--- src/rtl/key_wdt_pkg.sv ---
package key_wdt_pkg;
  localparam logic [7:0] KEY_ARM   = 8'h55;
  localparam logic [7:0] KEY_FIRE  = 8'hAA;
  localparam int unsigned RATE_W    = 2;
  localparam int unsigned MAX_SHIFT = 2 * ((1 << RATE_W) - 1);
  localparam int unsigned TCNT_W    = MAX_SHIFT + 1;
  localparam int unsigned PULSE_LEN = 4;
  localparam int unsigned PULSE_W   = $clog2(PULSE_LEN + 1);
endpackage

--- src/rtl/wdt_prescaler.sv ---
module wdt_prescaler #(
  parameter int unsigned PRESC_W = 15
) (
  input  logic clk_i,
  input  logic rst_ni,
  input  logic clr_i,
  output logic tick_o
);
  logic [PRESC_W-1:0] cnt_q;

  assign tick_o = !clr_i && (cnt_q == {PRESC_W{1'b1}});

  always_ff @(posedge clk_i or negedge rst_ni) begin
    if (!rst_ni)    cnt_q <= '0;
    else if (clr_i) cnt_q <= '0;
    else            cnt_q <= cnt_q + 1'b1;
  end

  generate
    if (PRESC_W > 1) begin : g_tick_chk
      AST_TICK_SPACED: assert property (@(posedge clk_i) disable iff (!rst_ni)
        tick_o |=> !tick_o);
    end
  endgenerate
endmodule

--- src/rtl/wdt_key_seq.sv ---
module wdt_key_seq
  import key_wdt_pkg::*;
(
  input  logic       clk_i,
  input  logic       rst_ni,
  input  logic       clr_i,
  input  logic       we_i,
  input  logic [7:0] wdata_i,
  output logic       svc_o
);
  logic armed_q;

  assign svc_o = we_i && (wdata_i == KEY_FIRE) && armed_q && !clr_i;

  always_ff @(posedge clk_i or negedge rst_ni) begin
    if (!rst_ni)                         armed_q <= 1'b0;
    else if (clr_i)                      armed_q <= 1'b0;
    else if (we_i && wdata_i == KEY_ARM)  armed_q <= 1'b1;
    else if (we_i && wdata_i == KEY_FIRE) armed_q <= 1'b0;
  end

  AST_FIRE_UNARMED: assert property (@(posedge clk_i) disable iff (!rst_ni)
    (we_i && wdata_i == KEY_FIRE && !armed_q) |=> !armed_q);
  AST_ARM_HOLDS: assert property (@(posedge clk_i) disable iff (!rst_ni)
    (armed_q && !clr_i && !(we_i && (wdata_i == KEY_FIRE))) |=> armed_q);
endmodule

--- src/rtl/wdt_timeout.sv ---
module wdt_timeout
  import key_wdt_pkg::*;
(
  input  logic              clk_i,
  input  logic              rst_ni,
  input  logic              clr_i,
  input  logic              svc_i,
  input  logic              tick_i,
  input  logic [RATE_W-1:0] rate_i,
  output logic              expire_o
);
  logic [TCNT_W-1:0] tcnt_q;
  logic [TCNT_W-1:0] limit;

  // nominal count is N ticks; firing on the (N+1)th keeps the timeout >= nominal
  assign limit    = {{(TCNT_W-1){1'b0}}, 1'b1} << {rate_i, 1'b0};
  assign expire_o = tick_i && !svc_i && (tcnt_q >= limit);

  always_ff @(posedge clk_i or negedge rst_ni) begin
    if (!rst_ni)              tcnt_q <= '0;
    else if (clr_i || svc_i)  tcnt_q <= '0;
    else if (tick_i)          tcnt_q <= tcnt_q + 1'b1;
  end

  AST_SVC_CLEARS: assert property (@(posedge clk_i) disable iff (!rst_ni)
    svc_i |=> (tcnt_q == '0));
  AST_CNT_BOUND: assert property (@(posedge clk_i) disable iff (!rst_ni)
    tcnt_q <= TCNT_W'((1 << MAX_SHIFT) + 1));
endmodule

--- src/rtl/wdt_pulse.sv ---
module wdt_pulse
  import key_wdt_pkg::*;
(
  input  logic clk_i,
  input  logic rst_ni,
  input  logic start_i,
  output logic active_o
);
  logic [PULSE_W-1:0] cnt_q;

  assign active_o = (cnt_q != '0);

  always_ff @(posedge clk_i or negedge rst_ni) begin
    if (!rst_ni)       cnt_q <= '0;
    else if (start_i)  cnt_q <= PULSE_W'(PULSE_LEN);
    else if (active_o) cnt_q <= cnt_q - 1'b1;
  end
endmodule

--- src/rtl/key_wdt.sv ---
module key_wdt
  import key_wdt_pkg::*;
#(
  parameter int unsigned PRESC_W = 15
) (
  input  logic              clk_i,
  input  logic              rst_ni,
  input  logic              wr_en_i,
  input  logic [7:0]        wr_data_i,
  input  logic              wdt_en_i,
  input  logic [RATE_W-1:0] rate_sel_i,
  output logic              sys_rst_no
);
  logic clr, tick, svc, expire, pulse_act;

  // disabled or self-reset: everything held cleared
  assign clr = !wdt_en_i || pulse_act;

  wdt_prescaler #(.PRESC_W(PRESC_W)) i_presc (
    .clk_i (clk_i), .rst_ni(rst_ni), .clr_i(clr), .tick_o(tick)
  );

  wdt_key_seq i_key (
    .clk_i(clk_i), .rst_ni(rst_ni), .clr_i(clr),
    .we_i(wr_en_i), .wdata_i(wr_data_i), .svc_o(svc)
  );

  wdt_timeout i_tmo (
    .clk_i(clk_i), .rst_ni(rst_ni), .clr_i(clr), .svc_i(svc),
    .tick_i(tick), .rate_i(rate_sel_i), .expire_o(expire)
  );

  wdt_pulse i_pulse (
    .clk_i(clk_i), .rst_ni(rst_ni), .start_i(expire), .active_o(pulse_act)
  );

  assign sys_rst_no = !pulse_act;

  AST_PULSE_LEN: assert property (@(posedge clk_i) disable iff (!rst_ni)
    $rose(sys_rst_no) |-> (!$past(sys_rst_no, 4) && $past(sys_rst_no, 5)));
  AST_DISABLED_QUIET: assert property (@(posedge clk_i) disable iff (!rst_ni)
    !wdt_en_i |=> !$fell(sys_rst_no));
endmodule

--- config.mk ---
export PLATFORM = sky130hd
export DESIGN_NAME = key_wdt
export DESIGN_NICKNAME = d
export VERILOG_FILES = /design/src/rtl/key_wdt_pkg.sv /design/src/rtl/wdt_prescaler.sv /design/src/rtl/wdt_key_seq.sv /design/src/rtl/wdt_timeout.sv /design/src/rtl/wdt_pulse.sv /design/src/rtl/key_wdt.sv
export SDC_FILE = /design/constraint.sdc
export NUM_CORES = 1
export LEC_CHECK = 0
export CORE_MARGIN = 2
export CORE_UTILIZATION = 60
export DETAILED_ROUTE_END_ITERATION = 7
export PLACE_DENSITY = 0.83
export SYNTH_ARGS = -nofsm -noshare
export SYNTH_HDL_FRONTEND = slang
export SYNTH_SLANG_ARGS = --single-unit
--- constraint.sdc ---
create_clock -name clk_i -period 4 [get_ports clk_i]
set_input_delay 0.4 -clock clk_i [delete_from_list [all_inputs] [get_ports clk_i]]
set_output_delay 0.4 -clock clk_i [all_outputs]
set_load 0.01 [all_outputs]
# Word level (Yosys, flattened, before mapping)
# Index checks and enable logic that the tools add are counted.
# W data, S select, Z words.
# word_totals
register_bits,26
inputBits,14
output_inout_bits,1
elab_cells,37
# op_classes
n_addsub,3
magnitude_cmp,1
eq_ne,3
n_shift,1
mux,8
n_reduce_logical,17
# op_table
operator,n
$add A15 B1 Y15 const B,1
$eq A15 B15 Y1 const B,1
$mux W15,1
$mux W7,2
$eq A8 B7 Y1 const B,1
$eq A8 B8 Y1 const B,1
$add A7 B1 Y7 const B,1
$ge A7 B7 Y1,1
$logic_and A1 B1 Y1,7
$shl A1 B3 Y7 const A,1
$mux W3,2
$reduce_bool A3 Y1,2
$logic_not A1 Y1,4
$reduce_bool A2 Y1,2
$mux W1,3
$sub A3 B1 Y3 const B,1
$logic_or A1 B1 Y1,2

# Logic depth before layout (Yosys ltp)
# Gate-level depths: netlist (run 1).
# logic_depth
ltp_word,8
depth_mapped,7
mapped_depth_nobuf,6

# Hierarchy
# Synthesis (run 1) repeated with hierarchy kept, for this count alone.
# hier_totals
hier_cells,153
hier_area_um2,1510.2
# by_module_without_submodules
module,instances,cells_each,area_per_inst_um2,seq_area_each_um2
wdt_prescaler,1,75,744.5,375.4
wdt_timeout,1,50,474.2,175.2
wdt_pulse,1,16,177.7,75.1
wdt_key_seq,1,10,103.8,25.0
key_wdt,1,2,10.0,0.0

# Worst setup path after synthesis (run 1)
# OpenSTA, ideal clock, no wires.
# synth_path
kind,register to register
start,reg i_presc.cnt_q[0]
end,reg i_tmo.tcnt_q[6]
arrival_ps,1758
required_ps,3872
path_slack_ps,2115
path_stages_with_launch,7
synth_period_minus_slack_ps,1885
cell_sequence,dfrtp_1 -> ha_1 -> nand2_1 -> or3_4 -> clkbuf_8 -> nor4_4 -> mux2_1
# synth_between
elab_chain_cells,3
# synth_rtl
element,line,rtl
start: declaration,wdt_prescaler.sv:9,logic [PRESC_W-1:0] cnt_q;
start signal: assignment,wdt_prescaler.sv:16,else cnt_q <= cnt_q + 1'b1;
$eq A15 B15 Y1,wdt_prescaler.sv:11,assign tick_o = !clr_i && (cnt_q == {PRESC_W{1'b1}});
$logic_and A1 B1 Y1,wdt_prescaler.sv:11,
$reduce_bool A2 Y1 (no line),--,
end signal: assignment,wdt_timeout.sv:22,else if (tick_i) tcnt_q <= tcnt_q + 1'b1;
end: declaration,wdt_timeout.sv:12,logic [TCNT_W-1:0] tcnt_q;
# Every way passes these cells.
# A chain may end at the register's enable or synchronous reset.

# Worst setup path after layout (run 1)
# layout_path
start,reg i_pulse.cnt_q[0]
end,out sys_rst_no
# layout_between
elab_chain_cells,2
# layout_rtl
element,line,rtl
start: declaration,wdt_pulse.sv:9,logic [PULSE_W-1:0] cnt_q;
start signal: assignment,wdt_pulse.sv:15,else if (start_i) cnt_q <= PULSE_W'(PULSE_LEN);
start signal: assignment,wdt_pulse.sv:16,else if (active_o) cnt_q <= cnt_q - 1'b1;
$reduce_bool A3 Y1,wdt_pulse.sv:11,assign active_o = (cnt_q != '0);
$logic_not A1 Y1,key_wdt.sv:37,assign sys_rst_no = !pulse_act;
end: declaration,key_wdt.sv:12,output logic sys_rst_no
# Every way passes these cells.

==> results of run 1 <==
## registers in the layout (all words and copies together), names as in the netlist
register,flops
i_pulse.cnt_q,3
i_tmo.tcnt_q,7
i_presc.cnt_q,15
i_key.armed_q,1
## worst paths after layout
kind | endpoint | cells after the start | start
max | sys_rst_no | 4 | i_pulse.cnt_q[0]
min | i_presc.cnt_q[12] | 1 | rst_ni
max reg2reg | i_pulse.cnt_q[1] | 6 | i_pulse.cnt_q[0]
min reg2reg | i_presc.cnt_q[0] | 1 | i_presc.cnt_q[0]
max in group asynchronous | i_tmo.tcnt_q[6] | 1 | rst_ni
min in group clk_i | i_presc.cnt_q[0] | 1 | i_presc.cnt_q[0]
## power by group through the flow
| stage | Combinational [mW] | Clock (mW) | Sequential [mW] |
|---|---|---|---|
| floorplan | 0.0156 | 0 | 0.273 |
| global placement | 0.0364 | 0 | 0.273 |
| detailed placement | 0.0385 | 0 | 0.273 |
| CTS | 0.0391 | 0.186 | 0.268 |
| global route | 0.0425 | 0.195 | 0.269 |
| finish | 0.0379 | 0.185 | 0.268 |
## worst max-delay path, delay by kind of cell, from the launching register on
| family | cells | cell delay [ns] |
|---|---|---|
| adder cells (fa/ha/maj) | 1 | 0.21 |
| buffers and inverters | 2 | 0.72 |
| flip-flops | 1 | 0.39 |
| AND/OR/NAND/NOR | 1 | 0.31 |
## cells in the mapped netlist (2+ instances only)
master | number | share of area [%]
inv_1 | 9 | 2.2
ha_1 | 8 | 6.5
or3_1 | 3 | 1.2
nand2_1 | 10 | 2.5
nor4bb_1 | 3 | 2.0
clkbuf_1 | 3 | 0.74
o31ai_1 | 4 | 2.0
nand4_1 | 4 | 1.6
dfrtp_1 | 26 | 43
and2_1 | 3 | 1.2
a21o_1 | 3 | 1.5
nand3_1 | 8 | 2.6
xor2_1 | 3 | 1.7
a21oi_1 | 14 | 4.6
nand2b_1 | 2 | 0.82
nor2_1 | 16 | 3.9
xnor2_1 | 6 | 3.4
o21ai_0 | 8 | 2.6
nor4_1 | 2 | 0.82
or4_1 | 4 | 2.0
nor3_1 | 3 | 0.98
## metal layers
metal / routed length, um / GRT usage, % / vias to the layer above
met5: 0 / 0 / -
met4: 55 / 10.4 / 0
met3: 87 / 2.46 / 8
met2: 1630 / 44.8 / 23
met1: 1390 / 28.1 / 582
li1: - / - / 616
## cell type report
class                           instances  area, sq um  area share, %
Timing Repair Buffer                   14          135           7.81
Inverter                                9         33.8           1.95
Multi-Input combinational cell        122          821           47.4
Sequential cell                        26          651           37.6
Tap cell                               30         37.5           2.17
Clock inverter                          1         30.0           1.74
Clock buffer                            3         22.5           1.30
## cells by family (layout without fill, tap and decap cells)
| logic type | after synthesis | after routing | share of synthesized area [%] |
|---|---|---|---|
| AO/OA/AOI/OAI | 32 | 32 | 12.3 |
| XOR/XNOR | 9 | 9 | 5.15 |
| adder cells (fa/ha/maj) | 8 | 8 | 6.54 |
| buffers and inverters | 13 | 27 | 3.84 |
| flip-flops | 26 | 26 | 42.5 |
| multiplexers | 2 | 2 | 1.47 |
| AND/OR/NAND/NOR | 71 | 71 | 28.2 |
## through the flow
stage | util [%] | setup slack [ns] | hold WS (ns)
after floorplan | - | 2.11 | 0.104
after global placement | 68.6 | 1.67 | 0.467
after detailed placement | 68.6 | 1.63 | 0.497
after CTS | 70.7 | 1.66 | 0.519
after global routing | 70.5 | 1.55 | 0.0981
final | 70.5 | 1.65 | 0.0290
## layout by cell type, fill, tap and decap left out, types with 2 or more instances in the layout
cell,Yosys,final
a21oi_1,14,14
o31ai_1,4,4
nor3_1,3,3
dfrtp_1,26,26
clkbuf_4,0,3
nand2_1,10,10
ha_1,8,8
or4_1,4,4
or3_1,3,3
nor4bb_1,3,3
nand4_1,4,4
and2_1,3,3
a21o_1,3,3
inv_1,9,9
o21ai_0,8,8
xnor2_1,6,6
nand2b_1,2,2
nor4_1,2,2
nor2_1,16,16
nand3_1,8,8
xor2_1,3,3
clkdlybuf4s50_1,0,13
==> results by group, run 1 <==
Routing
  • Pre-antenna DRT Iters: 4
  • DRC: 0
  • Via count: 1,229
  • WL per Instance: 15.5 um
  • Detail Route Antenna Nets: 0
  • Final WL: 3.17 mm
  • Vias per cell: around 6
  • 1st-iter DRT viols: 24

Final layout
  • Design Area, Final: 0.00173 sq mm
  • Synth-to-layout area growth: 13.1%
  • Nets@finish: 198
  • Share of layout cells above drive strength 1: just under 7%
  • Non-filler instance count after layout: 205
  • # fillers: 184
  • Antenna cells: 0

Setup path
  • Kind of critical path: reg -> out
  • Critical Path End Type: primary output
  • Critical path startpoint category: flop
  • Slowest CP cell: clkdlybuf4s50_1
  • R2R setup slack: 1.80 ns
  • CP max stage delay: 0.61 ns
  • Crit Path Max Fanout: 4
  • Crit path cell chain: inv_1, ha_1, nor2b_1, clkdlybuf4s50_1
  • Worst Path Arrival: 1.95 ns
  • Data required, critical path: 3.60 ns

Timing
  • Share of the clock period used by the worst path: slightly below 60%
  • Tmin final: 2.35 ns
  • Max-slew headroom: 59.2%
  • RSZ-0062 raised after global routing: no
  • Final Max Tran Viols: 0
  • Final setup vio count: 0
  • Setup Skew: 0.0108 ns
  • Setup_tns: 0 ns
  • Worst Tran Pin Value: 0.610 ns
  • Max Clk Rate: approximately 430 MHz
  • Final hold viol count: 0

Place
  • Post-Place Cells: about 200
  • Port Buf Inserts: 14
  • Post-DP Area: 0.00168 sq mm
  • Dpl hpwl: roughly 2.3 mm
  • Final RePlAce weighted congestion: around 0.79

Power and ir drop
  • Total Power: 0.491 mW
  • PD cells: 284 mW/mm^2
  • Switching pwr: 0.106 mW
  • Combinational Power Share: under 10%
  • Worst vdd ir: approximately 270 uV
  • Pint: 0.386 mW
  • Clock power share: 37.7%
  • Pleak: 0.736 nW
  • Sw Ratio: a little over a fifth
  • Sequential Power Share: 54.6%

Global routing
  • All-Layer GR Usage: 24.2%
  • Initial antenna violation count: 0
  • Vias in the first global route: 1,227
  • Gr ovfl total: 0
  • First-pass GRT wire length: between 5 and 6 mm
  • Largest net degree at the start of global routing: 27

Clock network
  • Clk buf depth: 2
  • Post-CTS Hold Buffers: 0
  • Root Driver: clkbuf_4
  • CTS H-tree lvls: 1
  • Worst-Skew Late Latency: around 0.33 ns
  • CTS Sinks: 26
  • Post-CTS Resized: 0
  • Inserted Clock Buffers: 3
  • CTS tree: built
  • Worst-path clk slew: 0.16 ns
  • Post-CTS Setup Bufs: 0

Worst hold path
  • Worst hold path class: in -> async

Synthesis
  • Syn nets: 183
  • Post-synth EDFFs: 0
  • #FFs+latches synth: 26
  • Synthesized instance count: 161
  • Syn Area/Cell: between 9 and 10 sq um
  • Seq/Total Area, Yosys: 42.5%
  • Post-synth top flop: dfrtp_1
  • Syn Std Cell Area: 0.00153 sq mm
  • Distinct cells, synth: 40
  • Synth warn: 0
  • FFs w/ async S/R, synth: 100%

Outcome
  • Outcome: finished clean

Floorplan
  • Die height: 54.5 um
  • Core Area: ~0.0025 sq mm
  • I/O pin total: 15
  • Die width: 54.5 um
  • Row cnt: 18
  • Die area: around 0.003 sq mm
  • Initial core utilization: about 62%

Run
  • Max Cap Violations: 0
Power figures use the tool's default switching activity.
==> run 2: changes to the inputs <==
- CORE_UTILIZATION: 60 -> 56
- PLACE_DENSITY: 0.83 -> 0.78
- clock period: 4 -> 2.4 ns (I/O delays scaled with it)
==> run 2 against run 1 <==
Non-clock buffer count is 2 higher. Die area is 6.6% higher. Clock-buffer cell count is 1 higher. Sequential power is 67% higher. Sequential cell count stayed put.
==> results by group, run 2 (synthesized netlist as in run 1, its figures left out) <==
Power and ir drop
  • Pleak: 0.739 nW
  • Worst vdd ir: a little over 400 uV
  • Total Power: 0.738 mW
  • PD cells: around 430 mW/mm^2

Setup path
  • Kind of critical path: reg -> out
  • Slowest CP cell: clkdlybuf4s50_1
  • Critical path startpoint category: flop
  • Worst Path Arrival: 1.94 ns
  • Crit Path Max Fanout: 4
  • Critical Path End Type: primary output
  • Data required, critical path: 2.16 ns
  • Crit path cell chain: inv_1, ha_1, nor2b_1, clkdlybuf4s50_1
  • Worst Reg-to-Reg Cells: 5
  • CP max stage delay: 0.60 ns

Routing
  • Vias per cell: 5.92
  • Detail Route Antenna Nets: 0
  • 1st-iter DRT viols: 29
  • Pre-antenna DRT Iters: 4
  • Final WL: 3.04 mm
  • WL per Instance: 14.7 um
  • DRC: 0
  • Via count: 1,226

Clock network
  • Worst-Skew Late Latency: 0.32 ns
  • Clk buf depth: 2
  • CTS H-tree lvls: 1
  • CTS Sinks: 26
  • Post-CTS Setup Bufs: 0
  • Inserted Clock Buffers: 3
  • CTS tree: built
  • Root Driver: clkbuf_4
  • Post-CTS Hold Buffers: 0
  • Post-CTS Resized: 0
  • Worst-path clk slew: 0.14 ns

Final layout
  • Largest regs: i_presc.cnt_q (15), i_tmo.tcnt_q (7), i_pulse.cnt_q (3)
  • Max FFs per register: 15
  • Core Util, Final: 68.8%
  • Share of layout cells above drive strength 1: 7.34%
  • Leading cell type in the layout, fill and taps excluded: dfrtp_1
  • Most frequent cells in the layout: dfrtp_1, nor2_1, a21oi_1, clkdlybuf4s50_1, nand2_1
  • Non-filler instance count after layout: 207
  • Largest Register: i_presc.cnt_q
  • Synth-to-layout area growth: 13.3%
  • Nets@finish: 200
  • # fillers: 214
  • Antenna cells: 0

Floorplan
  • Die area: roughly 0.0032 sq mm
  • Row cnt: 18
  • Die height: 56.3 um
  • Initial core utilization: 60.7%
  • Core Area: 0.00252 sq mm
  • I/O pin total: 15
  • Die width: 56.3 um

Global routing
  • All-Layer GR Usage: 21.6%
  • Vias in the first global route: approximately 1.3k
  • Initial antenna violation count: 0
  • First-pass GRT wire length: 5.37 mm
  • Largest net degree at the start of global routing: 27
  • Gr ovfl total: 0

Timing
  • RSZ-0062 raised after global routing: no
  • Final setup vio count: 0
  • Setup_tns: 0 ns
  • Final hold viol count: 0
  • Tmin final: approximately 2.2 ns
  • Share of the clock period used by the worst path: 91.0%
  • Worst setup margin: 0.216 ns
  • Setup Skew: 0.00301 ns
  • Max Clk Rate: 458 MHz
  • Max-slew headroom: just under 70%
  • Final Max Tran Viols: 0
  • Worst Tran Pin Value: ~0.46 ns

Outcome
  • Outcome: finished clean

Place
  • Port Buf Inserts: 14
  • Post-Place Cells: between 200 and 250
  • Final RePlAce weighted congestion: approximately 0.77
  • Dpl hpwl: between 2 and 2.5 mm
  • Pre-CTS setup slack: 0.365 ns

Worst hold path
  • Worst hold path class: in -> async

Run
  • Max Cap Violations: 0
## run 2: path summary, 6_finish.rpt
kind                             startpoint           endpoint  slack [ns]
min in group clk_i         i_presc.cnt_q[0]   i_presc.cnt_q[0]        0.48
min                                  rst_ni  i_presc.cnt_q[11]        0.26
min reg2reg                i_presc.cnt_q[0]   i_presc.cnt_q[0]        0.48
max reg2reg                i_presc.cnt_q[0]    i_tmo.tcnt_q[4]        0.44
max                        i_pulse.cnt_q[0]         sys_rst_no        0.22
max in group asynchronous            rst_ni  i_presc.cnt_q[12]        1.89
## run 2: through the flow
stage          area (sq um)  hold WS [ns]
3_3_place_gp           1700         0.459
4_1_cts                1730         0.263
6_report               1730         0.261
3_5_place_dp           1700         0.471
2_1_floorplan          1530       -0.0556
5_1_grt                1730         0.304
## run 2: power breakdown
| part | internal, mW | switching, mW |
|---|---|---|
| logic | 0.0343 | 0.0319 |
| registers | 0.442 | 0.00425 |
| clock network | 0.0928 | 0.132 |
| total | 0.569 | 0.168 |
## run 2: area by class of cell
type                    instances  area (sq um)  area share (%)
inverters                       9          33.8            1.95
repair buffers                 16           155            8.95
flip-flops and latches         26           651            37.5
well taps                      30          37.5            2.16
clock buffers                   4          36.3            2.09
multi-input cells             122           821            47.3
## run 2: layer usage
metal  vias to the layer above  track usage (%)  wire [um]
met5                         -                0          0
met4                         0             10.5         30
met3                         2             4.38        108
met2                        21             36.1       1540
met1                       589             26.5       1360
li1                        614                -          -
## run 2: critical path, delay by kind of cell, from the launching register on
family	cells	cell delay (ns)
DFF	1	0.39
and+or+nand+nor	1	0.30
adders and majority gates	1	0.21
buffers and inverters	2	0.72
==> run 3: changes to the inputs <==
- CTS_CLUSTER_SIZE: not set -> 30
==> results of run 3 <==
Final layout, timing and power as in run 2 (identical DEF).
